`config.mk`:
```
export PLATFORM = sky130hd
export DESIGN_NAME = desc_ring_mgr
export DESIGN_NICKNAME = d
export VERILOG_FILES = /design/src/rtl/drm_pkg.sv /design/src/rtl/ring_ctrl.sv /design/src/rtl/rx_writeback.sv /design/src/rtl/desc_ring_mgr.sv
export SDC_FILE = /design/constraint.sdc
export NUM_CORES = 1
export LEC_CHECK = 0
export BUFFER_PORTS_ARGS = -buffer_cell sky130_fd_sc_hd__buf_2
export CELL_PAD_IN_SITES_DETAIL_PLACEMENT = 0
export CELL_PAD_IN_SITES_GLOBAL_PLACEMENT = 1
export CORE_ASPECT_RATIO = 0.6
export CORE_MARGIN = 3
export CORE_UTILIZATION = 41
export DETAILED_ROUTE_END_ITERATION = 16
export MAX_ROUTING_LAYER = met4
export PLACE_DENSITY = 0.86
export SLEW_MARGIN = 5
export SYNTH_ARGS = -nofsm -noshare
export SYNTH_HDL_FRONTEND = slang
export SYNTH_SLANG_ARGS = --single-unit
```
`constraint.sdc`:
```
create_clock -name clk -period 4.35 [get_ports clk]
set_clock_uncertainty 0.05 [all_clocks]
set_input_delay 0.6525 -clock clk [delete_from_list [all_inputs] [get_ports clk]]
set_output_delay 0.6525 -clock clk [all_outputs]
set_load 0.005 [all_outputs]
```
`src/rtl/drm_pkg.sv`:
```
package drm_pkg;
    // Descriptor layout: three consecutive words
    localparam int DESC_WORDS = 3;
    localparam int WORD_BUF   = 0;
    localparam int WORD_SIZE  = 1;
    localparam int WORD_STAT  = 2;

    // Receive status word bits
    localparam int ST_ERR  = 0;
    localparam int ST_DONE = 1;

    // Register offsets within a ring's window
    localparam logic [2:0] OFF_BASE  = 3'd0;
    localparam logic [2:0] OFF_COUNT = 3'd1;
    localparam logic [2:0] OFF_EN    = 3'd2;
    localparam logic [2:0] OFF_MASK  = 3'd3;
    localparam logic [2:0] OFF_FLAG  = 3'd4;
    localparam logic [2:0] OFF_INDEX = 3'd5;
    localparam logic [2:0] OFF_DONE  = 3'd6;

    typedef enum logic [1:0] {
        WB_IDLE = 2'd0,
        WB_SIZE = 2'd1,
        WB_STAT = 2'd2
    } wb_state_e;

    function automatic logic [31:0] desc_word(logic [31:0] base, logic [31:0] idx,
                                              logic [31:0] w);
        return base + 32'(DESC_WORDS) * idx + w;
    endfunction
endpackage

```
`src/rtl/ring_ctrl.sv`:
```
module ring_ctrl #(
    parameter int IDX_W = 4
) (
    input  logic             clk,
    input  logic             rst,
    input  logic             clear,
    input  logic [IDX_W-1:0] count,
    input  logic             fill,
    input  logic             drain,
    output logic [IDX_W-1:0] fill_idx,
    output logic [IDX_W-1:0] drain_idx,
    output logic             full,
    output logic             empty
);
    localparam int OCC_W = IDX_W + 1;

    logic [OCC_W-1:0] occ;
    logic [OCC_W-1:0] depth;

    assign depth = {1'b0, count} + OCC_W'(1);
    assign full  = (occ == depth);
    assign empty = (occ == '0);

    function automatic logic [IDX_W-1:0] step(logic [IDX_W-1:0] i, logic [IDX_W-1:0] lim);
        return (i == lim) ? '0 : i + IDX_W'(1);
    endfunction

    always_ff @(posedge clk) begin
        if (rst || clear) begin
            fill_idx  <= '0;
            drain_idx <= '0;
            occ       <= '0;
        end else begin
            if (fill)  fill_idx  <= step(fill_idx, count);
            if (drain) drain_idx <= step(drain_idx, count);
            case ({fill, drain})
                2'b10:   occ <= occ + OCC_W'(1);
                2'b01:   occ <= occ - OCC_W'(1);
                default: occ <= occ;
            endcase
        end
    end

    p_no_overflow_r4: assert property (@(posedge clk) disable iff (rst)
        fill |-> !full);
    p_no_underflow_r7: assert property (@(posedge clk) disable iff (rst)
        drain |-> !empty);
    p_occ_bound_r3: assert property (@(posedge clk) disable iff (rst)
        occ <= depth);
    p_fill_wrap_r3: assert property (@(posedge clk) disable iff (rst)
        (fill && !clear && fill_idx == count) |=> fill_idx == '0);
    p_drain_wrap_r3: assert property (@(posedge clk) disable iff (rst)
        (drain && !clear && drain_idx == count) |=> drain_idx == '0);
endmodule

```
`src/rtl/rx_writeback.sv`:
```
module rx_writeback
    import drm_pkg::*;
#(
    parameter int ADDR_W = 16,
    parameter int DATA_W = 32,
    parameter int SIZE_W = 16
) (
    input  logic              clk,
    input  logic              rst,
    input  logic              start,
    input  logic [SIZE_W-1:0] size,
    input  logic              err,
    input  logic [ADDR_W-1:0] desc_addr,
    output logic              busy,
    output logic              mem_we,
    output logic [ADDR_W-1:0] mem_addr,
    output logic [DATA_W-1:0] mem_wdata,
    output logic              done
);
    wb_state_e         st;
    logic [SIZE_W-1:0] size_q;
    logic              err_q;
    logic [ADDR_W-1:0] base_q;

    always_ff @(posedge clk) begin
        if (rst) begin
            st     <= WB_IDLE;
            size_q <= '0;
            err_q  <= 1'b0;
            base_q <= '0;
        end else begin
            case (st)
                WB_IDLE: if (start) begin
                    st     <= WB_SIZE;
                    size_q <= size;
                    err_q  <= err;
                    base_q <= desc_addr;
                end
                WB_SIZE: st <= WB_STAT;
                default: st <= WB_IDLE;
            endcase
        end
    end

    always_comb begin
        busy      = (st != WB_IDLE);
        mem_we    = busy;
        done      = (st == WB_STAT);
        if (st == WB_SIZE) begin
            mem_addr  = base_q + ADDR_W'(WORD_SIZE);
            mem_wdata = DATA_W'(size_q);
        end else begin
            mem_addr  = base_q + ADDR_W'(WORD_STAT);
            mem_wdata = DATA_W'((1 << ST_DONE) | (int'(err_q) << ST_ERR));
        end
    end

    p_start_idle_r6: assert property (@(posedge clk) disable iff (rst)
        start |-> !busy);
    p_size_then_stat_r6: assert property (@(posedge clk) disable iff (rst)
        (mem_we && !done) |=> (mem_we && done && mem_addr == $past(mem_addr) + ADDR_W'(1)));
endmodule

```
`src/rtl/desc_ring_mgr.sv`:
```
module desc_ring_mgr
    import drm_pkg::*;
#(
    parameter int ADDR_W = 16,
    parameter int IDX_W  = 4,
    parameter int DATA_W = 32,
    parameter int SIZE_W = 16
) (
    input  logic              clk,
    input  logic              rst,
    input  logic              reg_wr,
    input  logic [3:0]        reg_addr,
    input  logic [DATA_W-1:0] reg_wdata,
    output logic [DATA_W-1:0] reg_rdata,
    output logic              tx_req,
    output logic [ADDR_W-1:0] tx_desc_addr,
    input  logic              tx_ack,
    output logic              rx_room,
    output logic [ADDR_W-1:0] rx_desc_addr,
    input  logic              rx_frame,
    input  logic [SIZE_W-1:0] rx_size,
    input  logic              rx_err,
    output logic              mem_we,
    output logic [ADDR_W-1:0] mem_addr,
    output logic [DATA_W-1:0] mem_wdata,
    output logic              tx_irq,
    output logic              rx_irq
);
    localparam int NRING = 2;
    localparam int TXR   = 0;
    localparam int RXR   = 1;

    typedef struct packed {
        logic [ADDR_W-1:0] base;
        logic [IDX_W-1:0]  count;
        logic              en;
        logic              mask;
    } ring_cfg_t;

    ring_cfg_t        cfg [NRING];
    logic [NRING-1:0] clr, done_wr, flag;
    logic [IDX_W-1:0] sw_idx [NRING];
    logic             unused_wdata;

    assign unused_wdata = ^reg_wdata;

    for (genvar g = 0; g < NRING; g++) begin : g_cfg
        logic sel;
        assign sel        = reg_wr && (reg_addr[3] == 1'(g));
        assign clr[g]     = sel && (reg_addr[2:0] == OFF_BASE || reg_addr[2:0] == OFF_COUNT);
        assign done_wr[g] = sel && (reg_addr[2:0] == OFF_DONE);
        always_ff @(posedge clk) begin
            if (rst) begin
                cfg[g] <= '0;
            end else if (sel) begin
                case (reg_addr[2:0])
                    OFF_BASE:  cfg[g].base  <= reg_wdata[ADDR_W-1:0];
                    OFF_COUNT: cfg[g].count <= reg_wdata[IDX_W-1:0];
                    OFF_EN:    cfg[g].en    <= reg_wdata[0];
                    OFF_MASK:  cfg[g].mask  <= reg_wdata[0];
                    default:   ;
                endcase
            end
        end
    end

    // Transmit ring: software fills, engine drains
    logic [IDX_W-1:0] tx_fill_idx, tx_drain_idx;
    logic tx_full, tx_empty, tx_fill, tx_drain;

    assign tx_req   = cfg[TXR].en && !tx_empty;
    assign tx_fill  = done_wr[TXR] && cfg[TXR].en && !tx_full;
    assign tx_drain = tx_ack && tx_req;

    ring_ctrl #(.IDX_W(IDX_W)) u_tx_ring (
        .clk(clk), .rst(rst), .clear(clr[TXR]), .count(cfg[TXR].count),
        .fill(tx_fill), .drain(tx_drain),
        .fill_idx(tx_fill_idx), .drain_idx(tx_drain_idx),
        .full(tx_full), .empty(tx_empty)
    );

    assign tx_desc_addr = ADDR_W'(desc_word(32'(cfg[TXR].base), 32'(tx_drain_idx),
                                            32'(WORD_BUF)));

    // Receive ring: engine fills through write-back, software drains
    logic [IDX_W-1:0] rx_fill_idx, rx_drain_idx;
    logic rx_full, rx_empty, rx_drain, wb_busy, wb_done;

    assign rx_room  = cfg[RXR].en && !rx_full && !wb_busy;
    assign rx_drain = done_wr[RXR] && cfg[RXR].en && !rx_empty;
    assign rx_desc_addr = ADDR_W'(desc_word(32'(cfg[RXR].base), 32'(rx_fill_idx),
                                            32'(WORD_BUF)));

    ring_ctrl #(.IDX_W(IDX_W)) u_rx_ring (
        .clk(clk), .rst(rst), .clear(clr[RXR]), .count(cfg[RXR].count),
        .fill(wb_done), .drain(rx_drain),
        .fill_idx(rx_fill_idx), .drain_idx(rx_drain_idx),
        .full(rx_full), .empty(rx_empty)
    );

    rx_writeback #(.ADDR_W(ADDR_W), .DATA_W(DATA_W), .SIZE_W(SIZE_W)) u_rx_wb (
        .clk(clk), .rst(rst), .start(rx_frame && rx_room), .size(rx_size), .err(rx_err),
        .desc_addr(rx_desc_addr), .busy(wb_busy), .mem_we(mem_we), .mem_addr(mem_addr),
        .mem_wdata(mem_wdata), .done(wb_done)
    );

    // Software-facing flags and indices
    assign flag[TXR]   = tx_full;
    assign flag[RXR]   = rx_empty;
    assign sw_idx[TXR] = tx_fill_idx;
    assign sw_idx[RXR] = rx_drain_idx;

    assign tx_irq = cfg[TXR].mask && !flag[TXR];
    assign rx_irq = cfg[RXR].mask && !flag[RXR];

    always_comb begin
        reg_rdata = '0;
        case (reg_addr[2:0])
            OFF_BASE:  reg_rdata = DATA_W'(cfg[reg_addr[3]].base);
            OFF_COUNT: reg_rdata = DATA_W'(cfg[reg_addr[3]].count);
            OFF_EN:    reg_rdata = DATA_W'(cfg[reg_addr[3]].en);
            OFF_MASK:  reg_rdata = DATA_W'(cfg[reg_addr[3]].mask);
            OFF_FLAG:  reg_rdata = DATA_W'(flag[reg_addr[3]]);
            OFF_INDEX: reg_rdata = DATA_W'(sw_idx[reg_addr[3]]);
            default:   reg_rdata = '0;
        endcase
    end

    p_tx_halt_r9: assert property (@(posedge clk) disable iff (rst)
        (!cfg[TXR].en && !clr[TXR]) |=> ($stable(tx_fill_idx) && $stable(tx_drain_idx)));
    p_rx_halt_r9: assert property (@(posedge clk) disable iff (rst)
        (!cfg[RXR].en && !clr[RXR]) |=> $stable(rx_drain_idx));
    p_rx_write_room_r6: assert property (@(posedge clk) disable iff (rst)
        (rx_frame && rx_room) |=> (mem_we && !rx_room));
endmodule

```
Word level (Yosys, flattened, before mapping)
Memory sizes are Yosys's and may differ from the RTL's.
Cells that the tools add are included.
{"block": "classes", "n_addsub": 14, "n_lt_le_gt_ge": 2, "n_bitwise": 10, "n_eq_ne": 19, "muxes": 54, "n_reduce_logical": 33, "multipliers": 2}
{"operator": "$pmux 16 s6", "count": 1}
{"operator": "$mux 16", "count": 4}
{"operator": "$mux 1", "count": 36}
{"operator": "$mux 4", "count": 9}
{"operator": "$add 16x6->16", "count": 2}
{"operator": "$pmux 5 s2", "count": 2}
{"operator": "$logic_and 1x1->1", "count": 17}
{"operator": "$add 16x1->16 const B", "count": 1}
{"operator": "$add 16x2->16 const B", "count": 1}
{"operator": "$add 4x1->4 const B", "count": 4}
{"operator": "$eq 4x4->1", "count": 4}
{"operator": "$mul 2x4->6 const A", "count": 2}
{"operator": "$add 4x1->5 const B", "count": 2}
{"operator": "$add 5x1->5 const B", "count": 2}
{"operator": "$eq 5x5->1", "count": 2}
{"operator": "$logic_not 5->1", "count": 2}
{"operator": "$sub 5x1->5 const B", "count": 2}
{"operator": "$eq 3x3->1 const B", "count": 3}
{"operator": "$or 1x1->1", "count": 8}
{"operator": "$eq 2x1->1 const B", "count": 3}
{"operator": "$eq 2x2->1 const B", "count": 3}
{"operator": "$eq 3x2->1 const B", "count": 2}
{"operator": "$reduce_bool 2->1", "count": 3}
{"operator": "$logic_not 1->1", "count": 5}
{"operator": "other kinds (12)", "count": 14}
{"block": "totals", "elab_cells": 145, "reg_bits": 61, "n_memories": 1, "ram_bits": 44}
{"name": "cfg", "words": 2, "width": 22, "read_ports": 3, "rd_ports_with_merged_regs": 0, "write_ports": 2, "line_no": "desc_ring_mgr.sv:40", "source": "ring_cfg_t cfg [NRING];"}

Depth between registers and ports, before layout
Gate-level depths: netlist (run 1).
An unclocked memory read counts as a cell.
{"block": "depth", "depth_word": 9, "ltp_mapped": 12, "depth_no_buf": 12}

Hierarchy
Synthesis (run 1) repeated with hierarchy kept, for this count alone.
{"block": "hier_totals", "cells_unflattened": 791, "hier_area_um2": 7106.8}
{"mod": "desc_ring_mgr", "area_each_um2": 3484.6, "n_inst": 1, "cells_each": 343, "seq_area_each_um2": 1321.3}
{"mod": "ring_ctrl", "area_each_um2": 915.9, "n_inst": 2, "cells_each": 107, "seq_area_each_um2": 260.2}
{"mod": "rx_writeback", "area_each_um2": 1790.5, "n_inst": 1, "cells_each": 234, "seq_area_each_um2": 700.7}

Worst setup path before layout (run 1)
OpenSTA, ideal clock, no wires.
{"block": "synth_path", "path_kind": "reg2out", "from": "register u_tx_ring.drain_idx[0]", "to": "output tx_desc_addr[9]", "stages_incl_launch_ff": 10, "t_required_ns": 3.648, "t_arrival_ns": 2.458, "setup_slack_ns": 1.190, "cell_sequence": "dfxtp_1 fa_1 ha_1 inv_1 fa_1 nor2b_1 o21ai_0 a21boi_0 o2111ai_1 xnor2_1"}
{"block": "synth_between", "elab_chain_len": 2}
{"element": "start, declared", "line_no": "ring_ctrl.sv:11", "source": "output logic [IDX_W-1:0] drain_idx,"}
{"element": "start signal, assigned", "line_no": "ring_ctrl.sv:35", "source": "if (drain) drain_idx <= step(drain_idx, count);"}
{"element": "$mul 2x4->6", "line_no": "drm_pkg.sv:29", "source": "return base + 32'(DESC_WORDS) * idx + w;"}
{"element": "$add 16x6->16", "line_no": "drm_pkg.sv:29"}
{"element": "end, declared", "line_no": "desc_ring_mgr.sv:16", "source": "output logic [ADDR_W-1:0] tx_desc_addr,"}
Every way passes these cells.

Final worst setup path (run 1)
{"block": "layout_path", "from": "register u_rx_ring.fill_idx[0]", "to": "output rx_desc_addr[7]"}
{"block": "layout_between", "elab_chain_len": 2}
{"element": "start, declared", "line_no": "ring_ctrl.sv:10", "source": "output logic [IDX_W-1:0] fill_idx,"}
{"element": "start signal, assigned", "line_no": "ring_ctrl.sv:34", "source": "if (fill) fill_idx <= step(fill_idx, count);"}
{"element": "$mul 2x4->6", "line_no": "drm_pkg.sv:29"}
{"element": "$add 16x6->16", "line_no": "drm_pkg.sv:29"}
{"element": "end, declared", "line_no": "desc_ring_mgr.sv:19", "source": "output logic [ADDR_W-1:0] rx_desc_addr,"}
Every way passes these cells.

==> results.txt, run 1 <==
Via density - 5.12
R2R cell count - 12
Worst Path Buf+Inv - 3
Clock tree sinks - 105
Num CTS Buffers - 9
Post-Layout Cell Count - 1113
Critical-path cell list - fa_1 > ha_1 > inv_1 > fa_1 > nor2b_1 > o211ai_1 > a21boi_0 > xnor2_1 > inv_1 > buf_2
H-tree depth - 3
Post-synth cell types - 60
Crit. End Element - output pin
YS warnings - 0
# hold bufs at CTS - 0
First-pass GRT wire length - 28100 microns
Multiplexer share of the synthesized area - 4.63%
Adder-Cell Fraction of Synth Area - 8.54%
Root Buffer - clkbuf_16
Core Area - 16500 sq um
Share of layout cells above drive strength 1 - 18.7%
Crit Path Class - flip-flop to output pin
Crit-path max FO - 6
DP Cell Count - 1095
Switching share of power - 28.8%
Delay-heaviest family, CP - adder cells
Drt first pass iters - 5
Commonest non-fill, non-tap cells in the layout - 126 x buf_2, 71 x nor2_1, 61 x dfxtp_1
Vias in the first global route - 5241
Cell internal pwr - 0.00161 W
Post-Syn Area per Cell - 9.08 sq um
Power Total - 0.00226 W
Maximum clock path buffer count - 2
Fin. Hold Viols - 0
Setup WS pre-CTS - 0.698 ns
Worst path slowest cell - fa_1
GPL Wtd Cong - 0.836
Largest family of logic cells by synthesized area - simple AND/OR/NAND/NOR gates
Die Ht - 107 microns
Critical path startpoint category - flip-flop
Post-Syn Instances - 774
Worst skew pair latency - 0.36 ns
Static leakage - 3.55 nW
Total GRT Usage - 19.1%
CTS resizes - 0
Final WL - 17500 microns
Fill cells - 1573
Period minus WS final - 3.83 ns
Seq pwr share - 49.6%
Max-Cap Viols - 0
I/O pins - 175
RSZ-0062 raised after global routing - no
Power density over the cells - 283 nW/um^2
Critical Path Start - u_rx_ring.fill_idx[0]
VDD IR max - 0.175 mV
Switching power - 0.000651 W
Crit share post-route - 88.0%
Levels on crit path - 10
Initial Util - 42.5%
Largest net degree at the start of global routing - 42
Post-synth EDFFs - 44
Max incr delay on CP - 0.57 ns
Outcome - finished, final reports clean
Reg2reg start - cfg[0][2]
Row count - 36
WL per Instance - 15.7 microns
CTS tree - yes
Die Wd - 175 microns
Clock transition at path regs - 0.08 ns
Setup WS post-layout - 0.523 ns
Setup TNS - 0 ns
Setup violators final - 0
DRC - 0
Reg2Reg Setup Slack - 0.91 ns
Top_reg_cell synth - dfxtp_1
Seq/Total Area, Yosys - 36.2%
Worst hold slack - 0.422 ns
Vias - 5699
DP Wirelength - 13400 microns
Initial antenna violation count - 1
Hold_sp - u_rx_wb.size_q[2]
CP Data Required Time - 3.65 ns
Reg-to-Reg End - u_tx_ring.occ[4]
Max_slew headroom - 43.1%
Number of post-CTS setup repair buffers - 0
Simple-gate share of the synthesized area - 19.7%
Clock power share - 36.3%
Worst-Margin Slew - 0.849 ns
Final net count - 978
PortBufs - 126
HP Class - flip-flop to flip-flop
Seq cells post-synth - 105
Compound-Gate Fraction of Synth Area - 14.3%
Final antenna-violating net count - 0
Post-synthesis async set-or-reset flop share - 0%
Multi-input gate area - 4110 sq um
Total gr overflow - 0
DIE AREA - 18800 sq um
Area grow syn2layout - 13.9%
Syn Std Cell Area - 7030 sq um
Commonest non-fill, non-tap cell in the layout - buf_2
Max Slew Vio Count - 0
Combinational share of power - 14.0%
Worst setup path endpoint - rx_desc_addr[7]
Post-synthesis xor/xnor area fraction - 9.72%
Initial DRC Count - 402
Arrival time worst endpoint - 3.12 ns
Highest Clock Rate - 261 MHz
FF/Latch Area - 2540 sq um
[Yosys cell counts (3+ instances only)]
cell | instances | area (sq um)
buf_2 | 10 | 50.1
buf_4 | 35 | 263
dfxtp_1 | 61 | 1220
ha_1 | 32 | 400
xnor2_1 | 49 | 429
o211a_1 | 5 | 50.1
nand2_1 | 43 | 161
a21oi_1 | 47 | 235
o211ai_1 | 12 | 90.1
o21ai_0 | 25 | 125
xor2_1 | 29 | 254
nor3b_1 | 5 | 37.5
a21o_1 | 8 | 60.1
and2_1 | 54 | 338
a41o_1 | 4 | 40.0
clkbuf_1 | 21 | 78.8
nand2b_1 | 7 | 43.8
nand4_1 | 8 | 50.1
nor3_1 | 12 | 60.1
or3_1 | 3 | 18.8
fa_1 | 10 | 200
or2_2 | 4 | 25.0
nand3_1 | 37 | 185
and3_1 | 8 | 50.1
nand3b_1 | 4 | 30.0
nor2_1 | 71 | 267
edfxtp_1 | 44 | 1320
nor2b_1 | 8 | 50.1
a211oi_1 | 15 | 113
buf_1 | 6 | 22.5
inv_1 | 20 | 75.1
o21ai_1 | 15 | 75.1
mux2i_1 | 28 | 280
[worst register-to-register path: stages, from the launching register on]
cell	delay, ns
edfxtp_1	0.51
ha_1	0.31
xnor2_1	0.15
a221oi_1	0.10
o2111ai_1	0.40
nand2_1	0.19
ha_1	0.33
fa_1	0.43
a21o_1	0.20
a21oi_1	0.17
xor2_1	0.09
or3_1	0.31
a21oi_1	0.14
[final cells by class]
class	instances	share of cell area, %
antenna	2	0.0625
sequential	105	31.8
clock inverter	7	0.875
inverter	20	0.938
timing repair buffer	134	8.62
tap	228	3.56
multi-input combinational	608	51.4
clock buffer	9	2.81
[power groups by stage]
stage	Combinational [W]	Clock (W)	Sequential, W
after detailed placement	0.000316	0	0.00115
after global routing	0.000355	0.000877	0.00113
after floorplan	0.000232	0	0.00112
after CTS	0.000318	0.000848	0.00112
final	0.000318	0.000823	0.00112
after global placement	0.000314	0	0.00115
[worst min path at each step]
stage	slack [ns]	cells past startpoint	endpoint
floorplan	0.40	2	u_rx_wb.size_q[1]
global placement	0.41	2	u_rx_wb.size_q[9]
detailed placement	0.41	2	u_rx_wb.size_q[2]
CTS	0.42	2	u_rx_wb.size_q[2]
global route	0.45	2	u_rx_wb.size_q[12]
finish	0.42	2	u_rx_wb.size_q[2]
[per-layer routing]
metal / GRT usage, % / wire length [microns]
met5: - / 0
met4: 3.07 / 99
met3: 3.70 / 907
met2: 26.6 / 7220
met1: 29.0 / 9290
[state kept, by name, summed over array words and instances, names as in the netlist]
name                 cells
cfg                     44
u_rx_ring.drain_idx      4
u_rx_ring.fill_idx       4
u_rx_ring.occ            5
u_rx_wb.base_q          16
u_rx_wb.err_q            1
u_rx_wb.size_q          16
u_rx_wb.st               2
u_tx_ring.drain_idx      4
u_tx_ring.fill_idx       4
u_tx_ring.occ            5
[cells by family after synthesis]
logic type                 Yosys count
DFF                                105
buffers and inverters               92
xor gates and xnor gates            78
muxes                               30
adders and majority gates           42
and+or+nand+nor                    272
other                                1
AOI/OAI and AO/OA                  154
[through the flow]
step / instance area [sq um] / utilization (%)
after CTS: 8000 / 48.4
after detailed placement: 7710 / 46.6
after floorplan: 7150 / -
final: 8010 / 48.4
after global routing: 8010 / 48.4
after global placement: 7710 / 46.6
Power figures use the tool's default switching activity.
==> run 2, diff against run 1 <==
Settings changed: CORE_UTILIZATION 41 to 40, PLACE_DENSITY 0.86 to 0.84.
==> run 2 against run 1 <==
Final area barely moved. First-iteration DRC count fell by 17%. Core utilization fell by 0.56 points. Sequential cell count did not move. Routed wire length rose by 0.74%. Sequential share of layout area barely moved. Critical path type unchanged. Largest cell class unchanged.
==> results.txt, run 2 (same netlist as run 1, synthesis figures left out) <==
Max-Cap Viols - 0 (unchanged)
CTS tree - yes (unchanged)
Crit share post-route - 89.2% (was 88.0%)
Reg-to-Reg End - u_tx_ring.occ[4] (unchanged)
Total gr overflow - 0 (unchanged)
Row count - 36 (unchanged)
Worst hold slack - 0.420 ns (was 0.422 ns)
Critical-path cell list - fa_1 > ha_1 > inv_1 > fa_1 > nor2b_1 > o21ai_0 > a21boi_1 > o21ai_0 > xnor2_1 > buf_2 (was fa_1 > ha_1 > inv_1 > fa_1 > nor2b_1 > o211ai_1 > a21boi_0 > xnor2_1 > inv_1 > buf_2)
Combinational share of power - 14.2% (was 14.0%)
DP Wirelength - 13400 microns (about the same)
Worst path slowest cell - fa_1 (unchanged)
Clock tree sinks - 105 (unchanged)
Worst skew pair latency - 0.36 ns (about the same)
Period minus WS final - 3.88 ns (was 3.83 ns)
Clock transition at path regs - 0.08 ns (about the same)
DRC - 0 (unchanged)
Max reg flops - 44 (unchanged)
Die Ht - 109 microns (was 107 microns)
Switching power - 0.000646 W (was 0.000651 W)
Maximum clock path buffer count - 2 (unchanged)
Reg2Reg Setup Slack - 0.88 ns (was 0.91 ns)
Share of layout cells above drive strength 1 - 18.7% (unchanged)
Delay-heaviest family, CP - adder cells (unchanged)
Arrival time worst endpoint - 3.18 ns (was 3.12 ns)
Power density over the cells - 282 nW/um^2 (was 283 nW/um^2)
Number of post-CTS setup repair buffers - 0 (unchanged)
Initial Util - 42.1% (was 42.5%)
GPL Wtd Cong - 0.868 (was 0.836)
Drt first pass iters - 4 (was 5)
RSZ-0062 raised after global routing - no (unchanged)
Total GRT Usage - 18.9% (was 19.1%)
Setup violators final - 0 (unchanged)
Vias - 5680 (was 5699)
Die Wd - 177 microns (was 175 microns)
Initial antenna violation count - 0 (was 1)
Initial DRC Count - 334 (was 402)
Crit Path Class - flip-flop to output pin (unchanged)
Hold EP - u_rx_wb.size_q[9] (was u_rx_wb.size_q[2])
Clock power share - 36.1% (was 36.3%)
HP Class - flip-flop to flip-flop (unchanged)
Highest Clock Rate - 258 MHz (was 261 MHz)
Vias in the first global route - 5284 (was 5241)
Seq pwr share - 49.7% (was 49.6%)
Critical path startpoint category - flip-flop (unchanged)
Fin util - 47.9% (was 48.4%)
Crit. End Element - output pin (unchanged)
Final antenna-violating net count - 0 (unchanged)
Via density - 5.11 (was 5.12)
First-pass GRT wire length - 28300 microns (was 28100 microns)
PortBufs - 126 (unchanged)
Setup TNS - 0 ns (unchanged)
Num CTS Buffers - 9 (unchanged)
Fin. Hold Viols - 0 (unchanged)
WHS Path Cells - 2 (unchanged)
WL per Instance - 15.9 microns (was 15.7 microns)
Static leakage - 3.55 nW (about the same)
R2R cell count - 12 (unchanged)
Largest reg by FF count - cfg (unchanged)
Crit-path max FO - 6 (unchanged)
Worst Path Buf+Inv - 2 (was 3)
Commonest non-fill, non-tap cell in the layout - buf_2 (unchanged)
Top flop regs - cfg (44), u_rx_wb.base_q (16), u_rx_wb.size_q (16) (unchanged)
Power Total - 0.00226 W (about the same)
Outcome - finished, final reports clean (unchanged)
I/O pins - 175 (unchanged)
Final net count - 978 (unchanged)
Max Slew Vio Count - 0 (unchanged)
VDD IR max - 0.213 mV (was 0.175 mV)
Reg2reg start - cfg[0][2] (unchanged)
Commonest non-fill, non-tap cells in the layout - 126 x buf_2, 71 x nor2_1, 61 x dfxtp_1 (unchanged)
Core Area - 16700 sq um (was 16500 sq um)
Critical Path Start - u_tx_ring.drain_idx[0] (was u_rx_ring.fill_idx[0])
H-tree depth - 3 (unchanged)
Area grow syn2layout - 13.8% (was 13.9%)
Switching share of power - 28.6% (was 28.8%)
Worst-Margin Slew - 0.782 ns (was 0.849 ns)
Final WL - 17600 microns (was 17500 microns)
Max_slew headroom - 47.6% (was 43.1%)
Cell internal pwr - 0.00161 W (about the same)
Root Buffer - clkbuf_16 (unchanged)
DIE AREA - 19300 sq um (was 18800 sq um)
Hold_sp - u_rx_wb.size_q[9] (was u_rx_wb.size_q[2])
Max incr delay on CP - 0.57 ns (about the same)
CP Data Required Time - 3.65 ns (about the same)
Largest net degree at the start of global routing - 42 (unchanged)
## run 2: cell types whose count changed in the layout (fill, tap and decap cells not counted), sizes merged
cell	delta
diode	-1
clkinvlp	-1
inv	+1
## run 2: metrics by stage
step                      instances  worst slack [ns]  instance area, sq um
after CTS                      1111             0.277                  8000
final                          1112             0.471                  8000
after detailed placement       1095             0.685                  7710
after global routing           1111             0.234                  8000
after floorplan                 805              1.19                  7150
after global placement         1095             0.693                  7710
## run 2: how the worst max path moves through the flow
stage                             to  slack (ns)  depth (start not counted)
floorplan            tx_desc_addr[9]        1.19                          9
global placement    tx_desc_addr[13]        0.69                         10
detailed placement  tx_desc_addr[13]        0.69                         10
CTS                 tx_desc_addr[13]        0.28                         10
global route         tx_desc_addr[7]        0.23                         10
finish              tx_desc_addr[13]        0.47                         10
## run 2: tightest hold or removal path, cell delays in order (launching register included)
cell and delay [ns]:
dfxtp_1 0.31, o21ai_0 0.06, a21oi_1 0.06
## run 2: power groups by stage
| stage | sequential [W] | clock [W] | combinational (W) |
|---|---|---|---|
| 2_1_floorplan | 0.00112 | 0 | 0.000232 |
| 3_3_place_gp | 0.00115 | 0 | 0.000316 |
| 3_5_place_dp | 0.00115 | 0 | 0.000319 |
| 4_1_cts | 0.00112 | 0.000834 | 0.000321 |
| 5_1_grt | 0.00113 | 0.000874 | 0.000359 |
| 6_report | 0.00112 | 0.000816 | 0.000320 |
## run 2: repair_timing
item / CTS / global route
hold buffers: 0 / 0
resized for setup: 0 / 1
endpoints found under the hold margin: 0 / 0
endpoints found under the setup margin: 0 / 1
## run 2: cell type report
cell class	instances	area (sq um)
timing repair buffer	134	691
multi-input combinational	608	4110
inverter	20	75.1
clock inverter	7	66.3
tap	228	285
antenna	1	2.50
fill	1622	8710
sequential	105	2540
clock buffer	9	225
## run 2: metal layers
layer | wire length (microns) | vias to the layer above | track usage [%]
met5 | 0 | - | -
met4 | 115 | 0 | 2.52
met3 | 1140 | 10 | 4.38
met2 | 7030 | 160 | 24.8
met1 | 9350 | 2650 | 29.6
li1 | - | 2860 | -
==> run 3, diff against run 2 <==
Settings changed: CORE_MARGIN 3 to not set.
Clock period 4.35 ns to 4 ns, I/O delays scaled along.
==> run 3 against run 2 <==
Worst hold slack improved by 0.0050 ns. First-iteration DRC count up 7.8%. Non-clock buffer count is 3 higher. Sequential share of layout area down 0.22 points. Sequential power grew 9%. Die area fell by 5.9%. Cell count grew 0.81%. Sequential cell count stayed put. Register-to-register slack got worse by 0.33 ns. Largest cell class unchanged. Routed wire length fell by 2.5%. Final area up 0.70%. Via count grew 0.90%.
==> results.txt, run 3 (same netlist as run 1, synthesis figures left out) <==
I/O pins - 175 (unchanged)
H-tree depth - 3 (unchanged)
GPL Wtd Cong - 0.858 (was 0.868)
Final net count - 981 (was 978)
Highest Clock Rate - 267 MHz
CP Data Required Time - 3.35 ns (was 3.65 ns)
Worst path slowest cell - a211oi_1 (was fa_1)
Commonest non-fill, non-tap cell in the layout - buf_2 (unchanged)
Fill cells - 1680 (was 1622)
Final antenna-violating net count - 0 (unchanged)
Maximum clock path buffer count - 2 (unchanged)
Core Area - 17200 sq um (was 16700 sq um)
Crit Path Class - flip-flop to output pin (unchanged)
Arrival time worst endpoint - 3.09 ns (was 3.18 ns)
Power density over the cells - 313 nW/um^2 (was 282 nW/um^2)
Top flop regs - cfg (44), u_rx_wb.base_q (16), u_rx_wb.size_q (16) (unchanged)
Number of post-CTS setup repair buffers - 0 (unchanged)
Period minus WS final - 3.74 ns
CTS tree - yes (unchanged)
Initial DRC Count - 360 (was 334)
Setup violators final - 0 (unchanged)
Critical-path cell list - fa_1 > ha_1 > a211oi_1 > o21a_1 > nor3b_1 > xor2_1 > buf_2 (was fa_1 > ha_1 > inv_1 > fa_1 > nor2b_1 > o21ai_0 > a21boi_1 > o21ai_0 > xnor2_1 > buf_2)
Post-Layout Cell Count - 1121 (was 1112)
Drt first pass iters - 7 (was 4)
Initial antenna violation count - 1 (was 0)
Clock tree sinks - 105 (unchanged)
Crit. End Element - output pin (unchanged)
Share of layout cells above drive strength 1 - 19.0% (was 18.7%)
Vias - 5731 (was 5680)
Commonest non-fill, non-tap cells in the layout - 126 x buf_2, 71 x nor2_1, 61 x dfxtp_1 (unchanged)
Delay-heaviest family, CP - compound AO/OA/AOI/OAI gates (was adder cells)
DP Wirelength - 13000 microns (was 13400 microns)
RSZ-0062 raised after global routing - no (unchanged)
VDD IR max - 0.230 mV (was 0.213 mV)
Largest reg by FF count - cfg (unchanged)
Num CTS Buffers - 9 (unchanged)
Max_slew headroom - 44.1% (was 47.6%)
Setup TNS - 0 ns (unchanged)
Static leakage - 3.58 nW (was 3.55 nW)
DP Cell Count - 1104 (was 1095)
Max reg flops - 44 (unchanged)
Fin. Hold Viols - 0 (unchanged)
Worst-Margin Slew - 0.833 ns (was 0.782 ns)
Die Wd - 173 microns (was 177 microns)
# hold bufs at CTS - 0 (unchanged)
Critical path startpoint category - flip-flop (unchanged)
Root Buffer - clkbuf_16 (unchanged)
Crit-path max FO - 5 (was 6)
Via density - 5.11 (about the same)
PortBufs - 126 (unchanged)
DRC - 0 (unchanged)
Row count - 37 (was 36)
Worst skew pair latency - 0.36 ns (about the same)
Max-Cap Viols - 0 (unchanged)
Vias in the first global route - 5330 (was 5284)
Outcome - finished, final reports clean (unchanged)
Final WL - 17200 microns (was 17600 microns)
Total gr overflow - 0 (unchanged)
Largest net degree at the start of global routing - 42 (unchanged)
Area grow syn2layout - 14.6% (was 13.8%)
HP Class - flip-flop to flip-flop (unchanged)
DIE AREA - 18100 sq um (was 19300 sq um)
CTS resizes - 0 (unchanged)
Worst Path Buf+Inv - 1 (was 2)
WL per Instance - 15.3 microns (was 15.9 microns)
First-pass GRT wire length - 28100 microns (was 28300 microns)
Die Ht - 105 microns (was 109 microns)
Total GRT Usage - 20.0% (was 18.9%)
Max incr delay on CP - 0.58 ns (was 0.57 ns)
Max Slew Vio Count - 0 (unchanged)
Initial Util - 40.9% (was 42.1%)
Clock transition at path regs - 0.08 ns (about the same)
Crit share post-route - 93.5%
run 3: cell count changes in the layout (fill, tap and decap cells not counted):
cell       delta
a21boi_1      -1
bufinv_16     +1
inv_8         -1
a21boi_0      +1
buf_4         +3
clkinv_4      -1
clkinv_8      +1
run 3: where the power goes:
group          leakage, nW  internal [W]  switching, W
sequential           0.917       0.00117     0.0000575
clock                0.156      0.000504      0.000452
combinational         2.51      0.000148      0.000196
run 3: worst paths after layout:
check | endpoint | start | cells past startpoint | slack [ns]
worst max register to register | u_tx_ring.occ[4] | cfg[0][2] | 12 | 0.55
worst max-delay path | rx_desc_addr[12] | u_rx_ring.fill_idx[2] | 7 | 0.26
worst min register to register | u_rx_wb.size_q[6] | u_rx_wb.size_q[6] | 2 | 0.43
worst min-delay path | u_rx_wb.size_q[6] | u_rx_wb.size_q[6] | 2 | 0.43
run 3: worst reg2reg max path: stages, from the launching register on:
cell and delay [ns]:
edfxtp_1 0.52, ha_1 0.31, xnor2_1 0.14, a221oi_1 0.09, o2111ai_1 0.40, nand2_1 0.20
ha_1 0.34, fa_1 0.42, a21o_1 0.19, a21oi_1 0.16, xor2_1 0.10, or3_1 0.32
a21oi_1 0.14
run 3: metrics by stage:
| stage | setup WS [ns] | hold WS [ns] | instance area [sq um] | utilization [%] | power (W) |
|---|---|---|---|---|---|
| after global routing | 0.0339 | 0.436 | 8060 | 46.9 | 0.00263 |
| final | 0.260 | 0.425 | 8060 | 46.9 | 0.00252 |
| after CTS | 0.270 | 0.426 | 8060 | 46.9 | 0.00254 |
| after floorplan | 0.892 | 0.398 | 7150 | - | 0.00148 |
| after detailed placement | 0.576 | 0.416 | 7740 | 45.0 | 0.00159 |
| after global placement | 0.611 | 0.409 | 7740 | 45.0 | 0.00159 |
run 3: layout make-up:
cell class / count / area [sq um] / share of cell area (%)
Antenna cell: 1 / 2.50 / 0.0311
Clock buffer: 9 / 225 / 2.80
Clock inverter: 7 / 92.6 / 1.15
Inverter: 20 / 75.1 / 0.932
Multi-Input combinational cell: 608 / 4110 / 51.1
Sequential cell: 105 / 2540 / 31.6
Tap cell: 234 / 293 / 3.63
Timing Repair Buffer: 137 / 713 / 8.85
run 3: routing by layer:
layer  vias up  track usage [%]  part of all wire (%)
met5         -                -                     0
met4         0             3.54                  0.63
met3        10             3.82                   5.8
met2       165             27.4                    41
met1      2683             30.1                    53
li1       2873                -                     -
